==> config.mk <==
export PLATFORM = sky130hd
export DESIGN_NAME = pdac_bus_if
export DESIGN_NICKNAME = d
export VERILOG_FILES = /design/src/rtl/pdac_bus_if.sv
export SDC_FILE = /design/constraint.sdc
export NUM_CORES = 1
export LEC_CHECK = 0
export ABC_AREA = 1
export BUFFER_PORTS_ARGS = -buffer_cell sky130_fd_sc_hd__buf_2
export CORE_AREA = 2 2 59 61
export DETAILED_ROUTE_END_ITERATION = 8
export DIE_AREA = 0 0 61 63
export PLACE_DENSITY_LB_ADDON = 0.25
export SLEW_MARGIN = 20
export SYNTH_ARGS = -nofsm -noshare
export SYNTH_HDL_FRONTEND = slang
export SYNTH_SLANG_ARGS = --single-unit
==> constraint.sdc <==
create_clock -name clk -period 1.22 [get_ports clk]
set_clock_uncertainty 0.2 [all_clocks]
set_input_delay 0.183 -clock clk [delete_from_list [all_inputs] [get_ports clk]]
set_output_delay 0.183 -clock clk [all_outputs]
set_load 0.01 [all_outputs]
==> src/rtl/pdac_bus_if.sv <==
module pdac_bus_if #(
  parameter int W    = 12,
  parameter int SYNC = 2
) (
  input  logic         clk,
  input  logic         rst_n,
  input  logic         cs_n,
  input  logic         rw,
  input  logic [W-1:0] d_in,
  output logic [W-1:0] d_out,
  output logic         d_oe,
  output logic [W-1:0] code,
  output logic         upd
);

  logic [SYNC-1:0] cs_pipe, rw_pipe;
  logic            cs_q, rd_mode;
  logic [W-1:0]    in_latch, code_r;

  wire cs_s    = cs_pipe[SYNC-1];
  wire rw_s    = rw_pipe[SYNC-1];
  wire cs_fall = cs_q & ~cs_s;
  wire cs_rise = ~cs_q & cs_s;
  wire cyc_rd  = cs_fall ? rw_s : rd_mode;

  always_ff @(posedge clk or negedge rst_n) begin
    if (!rst_n) begin
      cs_pipe  <= '1;
      rw_pipe  <= '1;
      cs_q     <= 1'b1;
      rd_mode  <= 1'b0;
      in_latch <= '0;
      code_r   <= '0;
      upd      <= 1'b0;
    end else begin
      cs_pipe <= {cs_pipe[SYNC-2:0], cs_n};
      rw_pipe <= {rw_pipe[SYNC-2:0], rw};
      cs_q    <= cs_s;
      upd     <= 1'b0;
      if (cs_fall) rd_mode <= rw_s;
      if (cs_fall && rw_s) in_latch <= code_r;
      else if (!cs_s && !cyc_rd) in_latch <= d_in;
      if (cs_rise && !rd_mode) begin
        code_r <= in_latch;
        upd    <= 1'b1;
      end
    end
  end

  assign code  = code_r;
  assign d_out = in_latch;
  assign d_oe  = ~cs_s & rd_mode & rw_s;

endmodule

Word level (Yosys, flattened, before mapping) --
Index checks and enable logic that the tools add are counted. Widths: inputs -> output; s select.
Operators by class: reduce and logical (&&, ||, !) cells 7, mux-type cells 4, bitwise operators 6
Operators with widths (number):
- $mux 12 | 2
- $and 1x1->1 | 4
- $logic_and 1x1->1 | 3
- $logic_not 1->1 | 3
- $mux 1 | 2
- $not 1->1 | 2
- $reduce_bool 2->1 | 1
Storage, ports and cells: bits in registers 31, logic and storage cells 24, output and inout bits 26

Depth between registers and ports, before layout --
Gate-level depths: netlist of the first run.
depth after elaboration 7, depth in mapped cells 6, gate-level depth less buffers 5

Worst setup path before layout of the first run --
OpenSTA, ideal clock, no wires.
kind reg-to-output, start register rw_pipe[1], end output d_oe, buffers on the path 1, arrival 1.054 ns, required time 0.837 ns, slack -0.217 ns, stages on the path, launching flop included 4, path through dfstp_2 > clkbuf_1 > nand2_1 > nor2_1
Between the ends: cells in the longest elaborated chain, start to end 1
Ends and longest elaborated chain:
- start: declaration | line 16 | logic [SYNC-1:0] cs_pipe, rw_pipe;
- start signal: assignment | line 37 | rw_pipe <= {rw_pipe[SYNC-2:0], rw};
- $and 1x1->1 | line 52 | assign d_oe = ~cs_s & rd_mode & rw_s;
- end: declaration | line 11 | output logic d_oe,
Every way passes these cells.

Worst setup path in the final report of the first run --
start register cs_pipe[1], end output d_oe
Between the ends: cells in the longest elaborated chain, start to end 3
Ends and longest elaborated chain:
- start: declaration | line 16
- start signal: assignment | line 36 | cs_pipe <= {cs_pipe[SYNC-2:0], cs_n};
- $not 1->1 | line 52
- $and 1x1->1 (2 in series) | line 52
Every way passes these cells.

==> results of run 1 <==
==> layout make-up <==
| cell class | count | area (µm²) | area share [%] |
|---|---|---|---|
| Multi-Input combinational cell | 92 | 536 | 22.7 |
| Timing Repair Buffer | 96 | 798 | 33.8 |
| Sequential cell | 31 | 782 | 33.1 |
| Inverter | 29 | 116 | 4.93 |
| Clock inverter | 1 | 7.51 | 0.318 |
| Tap cell | 46 | 57.6 | 2.44 |
| Clock buffer | 7 | 65.1 | 2.75 |
==> routing by layer <==
metal	global-route usage, %	part of all wire (%)	wire length, µm	vias to the layer above
li1	-	-	-	697
met1	24.1	38	1540	720
met2	34.7	54	2200	64
met3	6.63	5.1	210	18
met4	10.1	3.7	150	0
met5	0	0	0	-
==> power groups by stage <==
stage	Combinational, W	Clock (W)	Sequential, W
2_1_floorplan	0.000270	0	0.00141
3_3_place_gp	0.000652	0	0.00132
3_5_place_dp	0.000660	0	0.00133
4_1_cts	0.000848	0.000719	0.00130
5_1_grt	0.00114	0.000782	0.00132
6_report	0.00104	0.000704	0.00130
==> layout by cell type, fill, tap and decap left out, types with 2 or more instances in the layout <==
master,synthesis,layout
nand3_1,13,12
nand4_1,12,12
nand3_4,0,3
clkbuf_4,0,5
nand2_2,0,12
buf_2,4,40
buf_6,2,8
buf_4,1,25
nand2_1,50,37
clkbuf_16,0,3
o21ai_2,0,8
dfrtp_1,26,26
dfstp_2,5,5
buf_12,0,4
o21ai_1,12,4
inv_1,26,24
inv_2,3,3
dlygate4sd3_1,0,15
clkbuf_8,0,2
==> worst paths after layout <==
check,start,end,slack (ns),cells past startpoint
worst max-delay path,cs_pipe[1]$_DFF_PN1_,d_oe,-0.31,4
worst min-delay path,rst_n,code[3]$_DFFE_PN0P_,0.1,2
worst max register to register,rw_pipe[1]$_DFF_PN1_,d_out[10]$_DFFE_PN0P_,-0.25,6
worst min register to register,rw_pipe[0]$_DFF_PN1_,rw_pipe[1]$_DFF_PN1_,0.16,0
max in group asynchronous,rst_n,code[0]$_DFFE_PN0P_,0.30,3
min in group clk,rw_pipe[0]$_DFF_PN1_,rw_pipe[1]$_DFF_PN1_,0.16,0
==> flip-flops by register name, indices dropped and copies added (netlist names) <==
| signal | flops |
|---|---|
| code | 12 |
| d_out | 12 |
| cs_pipe | 2 |
| rw_pipe | 2 |
| cs_q | 1 |
| rd_mode | 1 |
| upd | 1 |
==> logic make-up after synthesis <==
kind of cell / count (synthesis) / share of synthesized area, %
simple gates: 77 / 25.0
compound gates: 14 / 5.95
buf+inv: 37 / 11.9
flops: 31 / 57.2
==> what timing repair did <==
action / 4_1_cts / 5_1_grt
setup buffers: 15 / 8
pin swaps: 2 / 12
endpoints found under the setup margin: 51 / 52
hold buffers: 15 / 0
resized for setup: 10 / 32
hold endpoints to repair: 45 / 0
gates cloned: 1 / 3
==> stage by stage <==
step / std cells / hold WS [ns] / total power (W) / util (%)
finish: 302 / 0.0987 / 0.00304 / 73.1
global route: 302 / 0.108 / 0.00323 / 73.1
CTS: 291 / 0.0905 / 0.00286 / 65.5
detailed placement: 252 / -0.0813 / 0.00199 / 53.6
global placement: 252 / -0.0832 / 0.00198 / 53.6
floorplan: 159 / -0.313 / 0.00167 / -
==> out/qor.csv, run 1 <==
metric;value;unit
cell area after layout;2360;µm²
setup TNS;-5.37;ns
Cell Pwr Density;1290;nW/µm²
Slew headroom;74.6;%
initial antenna violation count;0;
Ys Warns;0;
Syn Nets;175;
Fmax achieved;654;MHz
switching part of the total power;32.0;%
Via density;4.96;
Residual DRC;0;
Worst-Margin Slew;0.381;ns
total iterations of the first detailed-routing run;5;
Post-Syn Area;1370;µm²
RSZ-0062 raised after global routing;true;
fin crit period;1.53;ns
core area;3230;µm²
peak supply drop;0.760;mV
Max Fanout on Critical Path;2;
max_cap viols;0;
top post-synthesis cells by area;dfrtp_1 48%, nand2_1 14%, dfstp_2 9.6%;
via count;1499;
status;finished with violations;
Num CTS Buffers;5;
area grow syn2layout;72.7;%
worst path bufs/invs;2;
family with the most delay on the worst path;flip-flops;
First DRT Iteration DRCs;37;
Die Span X;61;µm
layout filler cell count;230;
share of post-route cells with drive strength above 1;48.8;%
most instantiated cells after synthesis;50 x nand2_1, 26 x dfrtp_1, 26 x inv_1;
DPL Wire Length;2210;µm
Netlist cell types;16;
Initial Utilization;42.3;%
crit-path max cell delay;0.56;ns
I/O Buffers;41;
pre-CTS setup slack;-0.200;ns
IO Count;42;
H-tree depth;2;
clock buffer depth;2;
CTS tree;built;
final hold vios;0;
# setup viols final;52;
P_sw;0.000975;W
Syn Inst Count;159;
CP cell instances;inv_2 -> nand2_2 -> nor2_4 -> buf_6;
Seq pwr share;42.6;%
Worst Setup End Kind;output pin;
Sink Count;31;
Gate power share;34.2;%
leading area contributor after synthesis;dfrtp_1;
P_leak;1.26;nW
Crit Path Category;reg2out;
final wirelength;4100;µm
Yosys reg bits;31;
worst hold path type;in2async;
clock latency on the worst-skew pair;0.34;ns
clk root buf;clkbuf_4;
power share of the clock group;23.1;%
Worst EP arrival;1.15;ns
max-slew violations;0;
final setup margin;-0.310;ns
DRT antenna net count;0;
syn_area_per_cell;8.60;µm²
GRT Util Overall;21.1;%
GRT overflow;0;
slowest library cell on the worst path;dfstp_2;
die height;63;µm
Synth async-reset ratio;100;%
CP Data Required Time;0.84;ns
Final GP Congestion;0.821;
post-synthesis sequential area ratio;57.2;%
Die Area;3840;µm²
num rows;21;
top_reg_cell synth;dfrtp_1;
period utilization;125;%
failing checks;setup timing;
EDFF count, synth;0;
Yosys top cell area share;47.6;%
Placement Cell Area;1730;µm²
nets;271;
number of global-route vias before repair;1333;
cell with the most instances after synthesis;nand2_1;
Reg clk slew, reported paths;0.10;ns
P_int;0.00207;W
largest net degree at the start of global routing;18;
CP startpoint kind;register;
Wirelength per Cell;13.6;µm
Ant. Diodes;0;
first-pass GRT wire length;6000;µm
Power figures use the tool's default switching activity.
==> inputs of run 2 (changes only) <==
--- a/config.mk
+++ b/config.mk
@@ -11,6 +11,7 @@
 export DETAILED_ROUTE_END_ITERATION = 8
 export DIE_AREA = 0 0 61 63
 export PLACE_DENSITY_LB_ADDON = 0.25
+export RECOVER_POWER = 50
 export SLEW_MARGIN = 20
 export SYNTH_ARGS = -nofsm -noshare
 export SYNTH_HDL_FRONTEND = slang
==> out/qor.csv, run 2 (same netlist as run 1, synthesis figures left out) <==
metric;value;unit
Placed Cells incl. Taps;252;
Hold WS;0.105;ns
cell area after layout;2360;µm²
family with the most delay on the worst path;flip-flops;
Worst-Margin Slew;0.424;ns
Sink Count;31;
max_cap viols;0;
# setup viols final;52;
CTS tree;built;
Slew headroom;71.7;%
DPL Wire Length;2210;µm
Reg clk slew, reported paths;0.10;ns
Placement Cell Area;1730;µm²
worst path bufs/invs;2;
P_leak;1.26;nW
most frequent cells in the layout;39 x buf_2, 37 x nand2_1, 26 x dfrtp_1, 25 x buf_4, 24 x inv_1;
GRT overflow;0;
crit-path max cell delay;0.56;ns
die height;63;µm
layout filler cell count;230;
pre-CTS setup slack;-0.200;ns
Final GP Congestion;0.821;
Via density;4.96;
via count;1499;
initial antenna violation count;0;
Die Span X;61;µm
IO Count;42;
number of global-route vias before repair;1333;
CP startpoint kind;register;
clock latency on the worst-skew pair;0.34;ns
Residual DRC;0;
slowest library cell on the worst path;dfstp_2;
GRT Util Overall;21.1;%
fin crit period;1.53;ns
H-tree depth;2;
largest net degree at the start of global routing;18;
Worst EP arrival;1.15;ns
max-slew violations;0;
final hold vios;0;
Worst Setup End Kind;output pin;
commonest non-fill, non-tap cell in the layout;buf_2;
Cell Pwr Density;1290;nW/µm²
Die Area;3840;µm²
CP Data Required Time;0.84;ns
area grow syn2layout;72.7;%
share of post-route cells with drive strength above 1;48.8;%
CP cell instances;inv_2 -> nand2_2 -> nor2_4 -> buf_6;
nets;271;
period utilization;125;%
peak supply drop;0.760;mV
status;finished with violations;
Wirelength per Cell;13.6;µm
Crit Path Category;reg2out;
RSZ-0062 raised after global routing;true;
I/O Buffers;41;
Num CTS Buffers;5;
final setup margin;-0.310;ns
num rows;21;
clk root buf;clkbuf_4;
failing checks;setup timing;
core area;3230;µm²
first-pass GRT wire length;6000;µm
Max Fanout on Critical Path;2;
final wirelength;4100;µm
Finished Layout Cells;302;
Initial Utilization;42.3;%
Fmax achieved;654;MHz
worst hold path type;in2async;
First DRT Iteration DRCs;37;
total iterations of the first detailed-routing run;5;
DRT antenna net count;0;
Ant. Diodes;0;
clock buffer depth;2;
run 2: worst reg2reg max path, stage by stage, from the launching register on:
cell,delay (ns)
dfstp_2,0.55
buf_4,0.11
buf_8,0.13
clkbuf_16,0.14
nand4_1,0.08
nand3_1,0.10
nand2_1,0.06
run 2: through the flow:
step | TNS, ns | power [W] | util [%]
6_report | -5.37 | 0.00304 | 73.1
4_1_cts | -5.07 | 0.00286 | 65.5
3_3_place_gp | -2.66 | 0.00198 | 53.6
2_1_floorplan | -2.18 | 0.00167 | -
5_1_grt | -8.12 | 0.00323 | 73.1
3_5_place_dp | -3.22 | 0.00199 | 53.6
run 2: final cells by class:
| type | count | area, µm² | share of cell area (%) |
|---|---|---|---|
| Timing Repair Buffer | 96 | 798 | 33.8 |
| Clock inverter | 1 | 7.51 | 0.318 |
| Multi-Input combinational cell | 92 | 536 | 22.7 |
| Clock buffer | 7 | 65.1 | 2.75 |
| Inverter | 29 | 116 | 4.93 |
| Sequential cell | 31 | 782 | 33.1 |
| Tap cell | 46 | 57.6 | 2.44 |
run 2: final timing paths:
kind / start / end / slack [ns] / depth (start not counted)
setup reg to reg: rw_pipe[1]$_DFF_PN1_ / d_out[10]$_DFFE_PN0P_ / -0.25 / 6
min in group clk: rw_pipe[0]$_DFF_PN1_ / rw_pipe[1]$_DFF_PN1_ / 0.16 / 0
setup / recovery: cs_pipe[1]$_DFF_PN1_ / d_oe / -0.31 / 4
hold reg to reg: rw_pipe[0]$_DFF_PN1_ / rw_pipe[1]$_DFF_PN1_ / 0.16 / 0
hold / removal: rst_n / code[3]$_DFFE_PN0P_ / 0.11 / 2
max in group asynchronous: rst_n / code[0]$_DFFE_PN0P_ / 0.28 / 3
run 2: what timing repair did:
action / in CTS / in global routing
hold buffers: 15 / 0
endpoints found under the setup margin: 51 / 52
pin swaps: 2 / 12
gates resized for setup: 10 / 32
setup buffers: 15 / 8
endpoints found under the hold margin: 45 / 0
gates cloned: 1 / 3
run 2: metal layers:
metal / GRT usage (%) / part of all wire [%]
met5: 0 / 0
met2: 34.7 / 54
met3: 6.63 / 5.1
met1: 24.1 / 38
met4: 10.1 / 3.7
run 2: where the power goes:
| part | internal, W | leakage [nW] | total [W] | switching [W] |
|---|---|---|---|---|
| Clock | 0.000336 | 0.0375 | 0.000704 | 0.000368 |
| Sequential | 0.00120 | 0.376 | 0.00130 | 0.0000928 |
| Combinational | 0.000527 | 0.845 | 0.00104 | 0.000514 |
